**src/rtl/itmr_pkg.sv**
```systemverilog
package itmr_pkg;

    localparam int MODE_W   = 4;
    localparam int SEL_W    = 3;
    localparam int NUM_TAPS = 4;

    typedef enum logic [0:0] {
        CTL_RUN   = 1'b0,
        CTL_CLEAR = 1'b1
    } ctl_state_e;

    typedef enum logic [1:0] {
        TAP_SLOW    = 2'd0,
        TAP_MID     = 2'd1,
        TAP_FAST    = 2'd2,
        TAP_FASTEST = 2'd3
    } tap_sel_e;

    // Sparse select code to tap index; unlisted codes fall back to the slowest tap.
    function automatic tap_sel_e decode_sel(input logic [SEL_W-1:0] code);
        tap_sel_e t;
        case (code)
            3'b011:  t = TAP_MID;
            3'b101:  t = TAP_FAST;
            3'b111:  t = TAP_FASTEST;
            default: t = TAP_SLOW;
        endcase
        return t;
    endfunction

endpackage

```
**src/rtl/itmr_prescaler.sv**
```systemverilog
module itmr_prescaler
    import itmr_pkg::*;
#(
    parameter int DIV_W = 12
) (
    input  logic     clk,
    input  logic     rst_n,
    input  tap_sel_e sel_i,
    output logic     tick_o
);

    // Tap bit positions derived from the divider width.
    function automatic int tap_pos(input int idx);
        int p;
        case (idx)
            0:       p = DIV_W - 1;
            1:       p = DIV_W - 4;
            2:       p = DIV_W - 6;
            default: p = DIV_W - 8;
        endcase
        return p;
    endfunction

    logic [DIV_W-1:0]    div_q;
    logic [NUM_TAPS-1:0] tap_now;
    logic [NUM_TAPS-1:0] tap_prev_q;
    logic [NUM_TAPS-1:0] tap_rise;

    always_ff @(posedge clk or negedge rst_n) begin
        if (!rst_n) begin
            div_q      <= '0;
            tap_prev_q <= '0;
        end else begin
            div_q      <= div_q + 1'b1;
            tap_prev_q <= tap_now;
        end
    end

    for (genvar g = 0; g < NUM_TAPS; g++) begin : g_tap
        assign tap_now[g]  = div_q[tap_pos(g)];
        assign tap_rise[g] = tap_now[g] & ~tap_prev_q[g];
    end

    assign tick_o = tap_rise[sel_i];


    tick_gap_chk: assert property (@(posedge clk) disable iff (!rst_n)
        tick_o |=> !tick_o);

endmodule

```
**src/rtl/itmr_mode_ctl.sv**
```systemverilog
module itmr_mode_ctl
    import itmr_pkg::*;
(
    input  logic              clk,
    input  logic              rst_n,
    input  logic              wr_i,
    input  logic [MODE_W-1:0] wdata_i,
    output logic [MODE_W-1:0] rdata_o,
    output tap_sel_e          sel_o,
    output logic              restart_o
);

    ctl_state_e       state_q;
    ctl_state_e       state_d;
    logic [SEL_W-1:0] sel_q;
    logic             start_wr;

    assign start_wr = wr_i & wdata_i[MODE_W-1];

    always_ff @(posedge clk or negedge rst_n) begin
        if (!rst_n) begin
            state_q <= CTL_RUN;
            sel_q   <= '0;
        end else begin
            state_q <= state_d;
            if (wr_i) begin
                sel_q <= wdata_i[SEL_W-1:0];
            end
        end
    end

    always_comb begin
        state_d = state_q;
        unique case (state_q)
            CTL_RUN:   state_d = start_wr ? CTL_CLEAR : CTL_RUN;
            CTL_CLEAR: state_d = start_wr ? CTL_CLEAR : CTL_RUN;
            default:   state_d = CTL_RUN;
        endcase
    end

    always_comb begin
        restart_o = 1'b0;
        unique case (state_q)
            CTL_RUN:   restart_o = 1'b0;
            CTL_CLEAR: restart_o = 1'b1;
            default:   restart_o = 1'b0;
        endcase
    end

    assign sel_o   = decode_sel(sel_q);
    assign rdata_o = {1'b0, sel_q};


    clear_one_cycle_chk: assert property (@(posedge clk) disable iff (!rst_n)
        (state_q == CTL_CLEAR && !start_wr) |=> (state_q == CTL_RUN));


    restart_entry_chk: assert property (@(posedge clk) disable iff (!rst_n)
        start_wr |=> restart_o);


    sel_follow_chk: assert property (@(posedge clk) disable iff (!rst_n)
        wr_i |=> (rdata_o[SEL_W-1:0] == $past(wdata_i[SEL_W-1:0])));

endmodule

```
**src/rtl/itmr_counter.sv**
```systemverilog
module itmr_counter #(
    parameter int CNT_W = 8
) (
    input  logic             clk,
    input  logic             rst_n,
    input  logic             tick_i,
    input  logic             restart_i,
    input  logic             sw_clr_i,
    output logic [CNT_W-1:0] cnt_o,
    output logic             flag_o
);

    localparam logic [CNT_W-1:0] CNT_MAX = '1;

    logic [CNT_W-1:0] cnt_q;
    logic             flag_q;
    logic             wrap;

    assign wrap = tick_i & (cnt_q == CNT_MAX);

    always_ff @(posedge clk or negedge rst_n) begin
        if (!rst_n) begin
            cnt_q <= '0;
        end else if (restart_i) begin
            cnt_q <= '0;
        end else if (tick_i) begin
            cnt_q <= cnt_q + 1'b1;
        end
    end

    always_ff @(posedge clk or negedge rst_n) begin
        if (!rst_n) begin
            flag_q <= 1'b0;
        end else if (restart_i || sw_clr_i) begin
            flag_q <= 1'b0;
        end else if (wrap) begin
            flag_q <= 1'b1;
        end
    end

    assign cnt_o  = cnt_q;
    assign flag_o = flag_q;


    start_clear_chk: assert property (@(posedge clk) disable iff (!rst_n)
        restart_i |=> (cnt_q == '0 && !flag_q));


    flag_set_chk: assert property (@(posedge clk) disable iff (!rst_n)
        (tick_i && cnt_q == CNT_MAX && !restart_i && !sw_clr_i) |=> flag_q);


    flag_hold_chk: assert property (@(posedge clk) disable iff (!rst_n)
        (flag_q && !restart_i && !sw_clr_i) |=> flag_q);


    sw_clear_chk: assert property (@(posedge clk) disable iff (!rst_n)
        sw_clr_i |=> !flag_q);


    advance_chk: assert property (@(posedge clk) disable iff (!rst_n)
        (tick_i && !restart_i) |=> (cnt_q == CNT_W'($past(cnt_q) + 1'b1)));


    hold_chk: assert property (@(posedge clk) disable iff (!rst_n)
        (!tick_i && !restart_i) |=> $stable(cnt_q));

endmodule

```
**src/rtl/itmr_top.sv**
```systemverilog
module itmr_top
    import itmr_pkg::*;
#(
    parameter int DIV_W = 12,
    parameter int CNT_W = 8
) (
    input  logic             clk,
    input  logic             rst_n,
    input  logic             mode_wr,
    input  logic [3:0]       mode_wdata,
    output logic [3:0]       mode_rdata,
    input  logic             irq_clr,
    output logic             irq_flag,
    output logic [CNT_W-1:0] count_val
);

    tap_sel_e sel;
    logic     tick;
    logic     restart;

    itmr_mode_ctl u_mode (
        .clk       (clk),
        .rst_n     (rst_n),
        .wr_i      (mode_wr),
        .wdata_i   (mode_wdata),
        .rdata_o   (mode_rdata),
        .sel_o     (sel),
        .restart_o (restart)
    );

    itmr_prescaler #(.DIV_W(DIV_W)) u_presc (
        .clk    (clk),
        .rst_n  (rst_n),
        .sel_i  (sel),
        .tick_o (tick)
    );

    itmr_counter #(.CNT_W(CNT_W)) u_cnt (
        .clk       (clk),
        .rst_n     (rst_n),
        .tick_i    (tick),
        .restart_i (restart),
        .sw_clr_i  (irq_clr),
        .cnt_o     (count_val),
        .flag_o    (irq_flag)
    );


    clear_wins_chk: assert property (@(posedge clk) disable iff (!rst_n)
        irq_clr |=> !irq_flag);

endmodule

```
**config.mk**
```make
export PLATFORM = sky130hd
export DESIGN_NAME = itmr_top
export DESIGN_NICKNAME = d
export VERILOG_FILES = /design/src/rtl/itmr_pkg.sv /design/src/rtl/itmr_prescaler.sv /design/src/rtl/itmr_mode_ctl.sv /design/src/rtl/itmr_counter.sv /design/src/rtl/itmr_top.sv
export SDC_FILE = /design/constraint.sdc
export NUM_CORES = 1
export LEC_CHECK = 0
export ABC_AREA = 1
export CORE_MARGIN = 2
export CORE_UTILIZATION = 30
export CTS_CLUSTER_DIAMETER = 120
export DETAILED_ROUTE_END_ITERATION = 7
export PLACE_DENSITY_LB_ADDON = 0.08
export RECOVER_POWER = 50
export SYNTH_ARGS = -nofsm -noshare
export SYNTH_HDL_FRONTEND = slang
export SYNTH_HIERARCHICAL = 1
export SYNTH_SLANG_ARGS = --single-unit
export TNS_END_PERCENT = 5
```
**constraint.sdc**
```tcl
create_clock -name clk -period 3.6 [get_ports clk]
set_clock_uncertainty 0.15 [all_clocks]
set_input_delay 1.08 -clock clk [delete_from_list [all_inputs] [get_ports clk]]
set_output_delay 1.08 -clock clk [all_outputs]
set_load 0.1 [all_outputs]
```
==> results.sh <==
export IMPL_grt_total_usage_pct=11.4
export IMPL_detailedRoute_firstIterationViolations=71
export IMPL_ys_seq_area_share_pct=54.0
export IMPL_floorplan_die_height_um=71.0
export IMPL_post_synth_xor_xnor_area_pct=4.56
export IMPL_floorplan_io_pins=21
export IMPL_synth_compound_area_share_pct=3.35
export IMPL_cap_viol_max_count=0
export IMPL_clk_latency_ps=270
export IMPL_io_buffer_count=19
export IMPL_fmax_ghz=0.443
export IMPL_post_route_period_util_pct=62.7
export IMPL_timing_critical_path_arrival_ps=1030
export IMPL_post_synth_top_area_cell="sky130_fd_sc_hd__dfrtp_1"
export IMPL_grt_pass1_wl_um=4490
export IMPL_grt_pass1_vias=1046
export IMPL_core_area_um2=4320
export IMPL_cts_repair_resized=0
export IMPL_dieArea_um2=5040
export IMPL_drc_violations_left=0
export IMPL_total_gr_overflow=0
export IMPL_postSynthCellCount=157
export IMPL_start_util_pct=31.1
export IMPL_criticalPathCategory="reg2out"
export IMPL_netlist_top_cells_area="sky130_fd_sc_hd__dfrtp_1 54%, sky130_fd_sc_hd__nand2_1 13%, sky130_fd_sc_hd__inv_1 5.9%, sky130_fd_sc_hd__nand3_1 3.3%, sky130_fd_sc_hd__nor2_1 3.3%"
export IMPL_max_vdd_ir_drop_mv=0.190
export IMPL_viasPerCell=4.34
export IMPL_synth_fa_ha_area_share_pct=1.86
export IMPL_cts_root_buffer_cell="sky130_fd_sc_hd__clkbuf_8"
export IMPL_ctsHtreeMaxLevel=2
export IMPL_routed_wire_length_per_instance_um=10.5
export IMPL_worst_setup_path_end_kind="output port"
export IMPL_synth_simple_gate_area_share_pct=29.3
export IMPL_tritoncts="yes"
export IMPL_drive_gt1_share_pct=14.8
export IMPL_status="finished, final reports clean"
export IMPL_cts_inserted_buffers=5
export IMPL_dr_total_vias=1019
export IMPL_ys_warn_count=6
export IMPL_minimum_clock_period_ps=2260
export IMPL_post_cts_buffers=0
export IMPL_row_count=24
export IMPL_yosys_area_top_type_share_pct=54.0
export IMPL_cts_buffer_depth=2
export IMPL_synth_area_mux_share_pct=0
export IMPL_cp_slowest_stage_delay_ps=430
export IMPL_fin_setup_tns_ps=0
export IMPL_worstPathRequired_ps=2370
export IMPL_final_nets=193
export IMPL_clk_transition_reported_paths_ps=60
export IMPL_critical_path_n_buffers_inverters=1
export IMPL_hold_viol=0
export IMPL_finalCoreUtilization_pct=37.8
export IMPL_slew_viol_final=0
export IMPL_synth_distinct_cells=22
export IMPL_ys_ff_latch=29
export IMPL_detail_route_wirelength_um=2460
export IMPL_post_synth_instance_area_um2=1350
export IMPL_p_per_area_nw_per_um2=402
export IMPL_grt_start_max_net_pins=30
export IMPL_dominant_combinational_cell_family_by_area_after_synthesis="simple AND/OR/NAND/NOR gates"
export IMPL_initial_antenna_violation_count=0
export IMPL_hold_path_class="reg2reg"
export IMPL_grt_setup_unrepaired="no"
export IMPL_relative_area_change_from_synthesis_to_final_layout_pct=21.7
export IMPL_ctsHoldBuffers=0
export IMPL_synthesis_area_per_instance_um2=8.57
export IMPL_timing_critical_path_max_delay_family="flip-flops"
export IMPL_antennaDiodeCount=0
export IMPL_drt_antenna_violating_nets=0
export IMPL_crit_chain="buf_4"
export IMPL_die_width_um=71.0
export IMPL_synth_nets=167
export IMPL_cpMaxStageDelayCell="sky130_fd_sc_hd__dfrtp_1"
export IMPL_clock_sinks=29
export IMPL_place_hpwl_um=1760
export IMPL_cp_start_kind="register"
export IMPL_routabilityCongestion=0.724
export IMPL_leakagePower_uw=0.000836
export IMPL_setup_violations_final=0
export IMPL_dr_pass1_iters=4
export IMPL_timing_critical_path_fanout_max=5
[cell families (layout without fill, tap and decap cells)]
kind of cell | after synthesis | after routing
AND/OR/NAND/NOR | 86 | 86
flip-flops | 29 | 29
buffers and inverters | 23 | 49
AO/OA/AOI/OAI | 9 | 9
XOR/XNOR | 7 | 7
adder cells (fa/ha/maj) | 2 | 2
other | 1 | 1
[final cells by class]
| type | count | area [µm²] |
|---|---|---|
| clock buffer | 7 | 86.3 |
| fill | 466 | 2690 |
| inverter | 22 | 82.6 |
| multi-input combinational | 105 | 509 |
| sequential | 29 | 726 |
| tap | 52 | 65.1 |
| timing repair buffer | 20 | 168 |
[sequential cells by signal, summed over array words and instances (netlist names)]
register,flops
u_cnt/cnt_o,8
u_mode/sel_q,3
u_presc/div_q,12
u_cnt/flag_o,1
u_mode/state_q,1
u_presc/tap_prev_q,4
[synthesized netlist by cell type, drive strengths merged]
cell type  number
a21oi           5
ha              2
xor2            4
nand4           2
or2             1
o21ai           4
nor3b           1
nand3          10
buf             1
inv            22
dfrtp          29
conb            1
xnor2           3
nor2           19
nand2          49
nor3            1
nand3b          3
[metal layers]
| layer | share of wire, % | wire (µm) | GRT usage, % |
|---|---|---|---|
| met5 | 0 | 0 | 0 |
| met1 | 46 | 1140 | 13.7 |
| met4 | 0.69 | 17 | 4.40 |
| met3 | 5.7 | 141 | 5.41 |
| met2 | 47 | 1160 | 18.0 |
[layout by cell type, fill, tap and decap left out, types with 2 or more instances in the layout]
cell	count
sky130_fd_sc_hd__nand2_1	48
sky130_fd_sc_hd__dfrtp_1	29
sky130_fd_sc_hd__inv_1	21
sky130_fd_sc_hd__nor2_1	14
sky130_fd_sc_hd__buf_4	13
sky130_fd_sc_hd__nand3_1	10
sky130_fd_sc_hd__clkbuf_8	6
sky130_fd_sc_hd__clkdlybuf4s50_1	6
sky130_fd_sc_hd__nor2_2	5
sky130_fd_sc_hd__a21oi_1	5
sky130_fd_sc_hd__o21ai_0	4
sky130_fd_sc_hd__xor2_1	4
sky130_fd_sc_hd__xnor2_1	3
sky130_fd_sc_hd__nand3b_1	3
sky130_fd_sc_hd__ha_1	2
sky130_fd_sc_hd__nand4_1	2
[stage by stage]
step / cells / power, µW / worst slack (ps) / instance area (µm²) / hold WS (ps)
6_report: 235 / 658 / 1340 / 1640 / 298
5_1_grt: 235 / 690 / 1280 / 1640 / 315
4_1_cts: 235 / 674 / 1320 / 1660 / 301
3_5_place_dp: 228 / 402 / 1490 / 1570 / 287
3_3_place_gp: 228 / 402 / 1540 / 1570 / 269
2_1_floorplan: 157 / 378 / 1370 / 1350 / 245
[worst paths after layout]
| path | startpoint | to | slack [ps] | cells after the start |
|---|---|---|---|---|
| worst max-delay path | u_cnt/cnt_o[0]$_DFFE_PN0P_ | count_val[0] | 1340 | 1 |
| worst min-delay path | u_presc/div_q[11]$_DFF_PN0_ | u_presc/tap_prev_q[0]$_DFF_PN0_ | 300 | 0 |
| worst max register to register | u_mode/sel_q[0]$_DFFE_PN0P_ | u_cnt/cnt_o[7]$_DFFE_PN0P_ | 1840 | 12 |
| worst min register to register | u_presc/div_q[11]$_DFF_PN0_ | u_presc/tap_prev_q[0]$_DFF_PN0_ | 300 | 0 |
| max in group asynchronous | rst_n | u_presc/div_q[2]$_DFF_PN0_ | 1920 | 2 |
| min in group asynchronous | rst_n | u_mode/sel_q[2]$_DFFE_PN0P_ | 1100 | 2 |
[report_power, final]
part | internal [µW] | switching [µW] | leakage, µW | total, µW
Sequential | 330 | 4.09 | 0.000379 | 334
Combinational | 15.5 | 45.0 | 0.000413 | 60.4
Clock | 151 | 112 | 0.0000443 | 263
Total | 497 | 161 | 0.000836 | 658
Power figures use the tool's default switching activity.
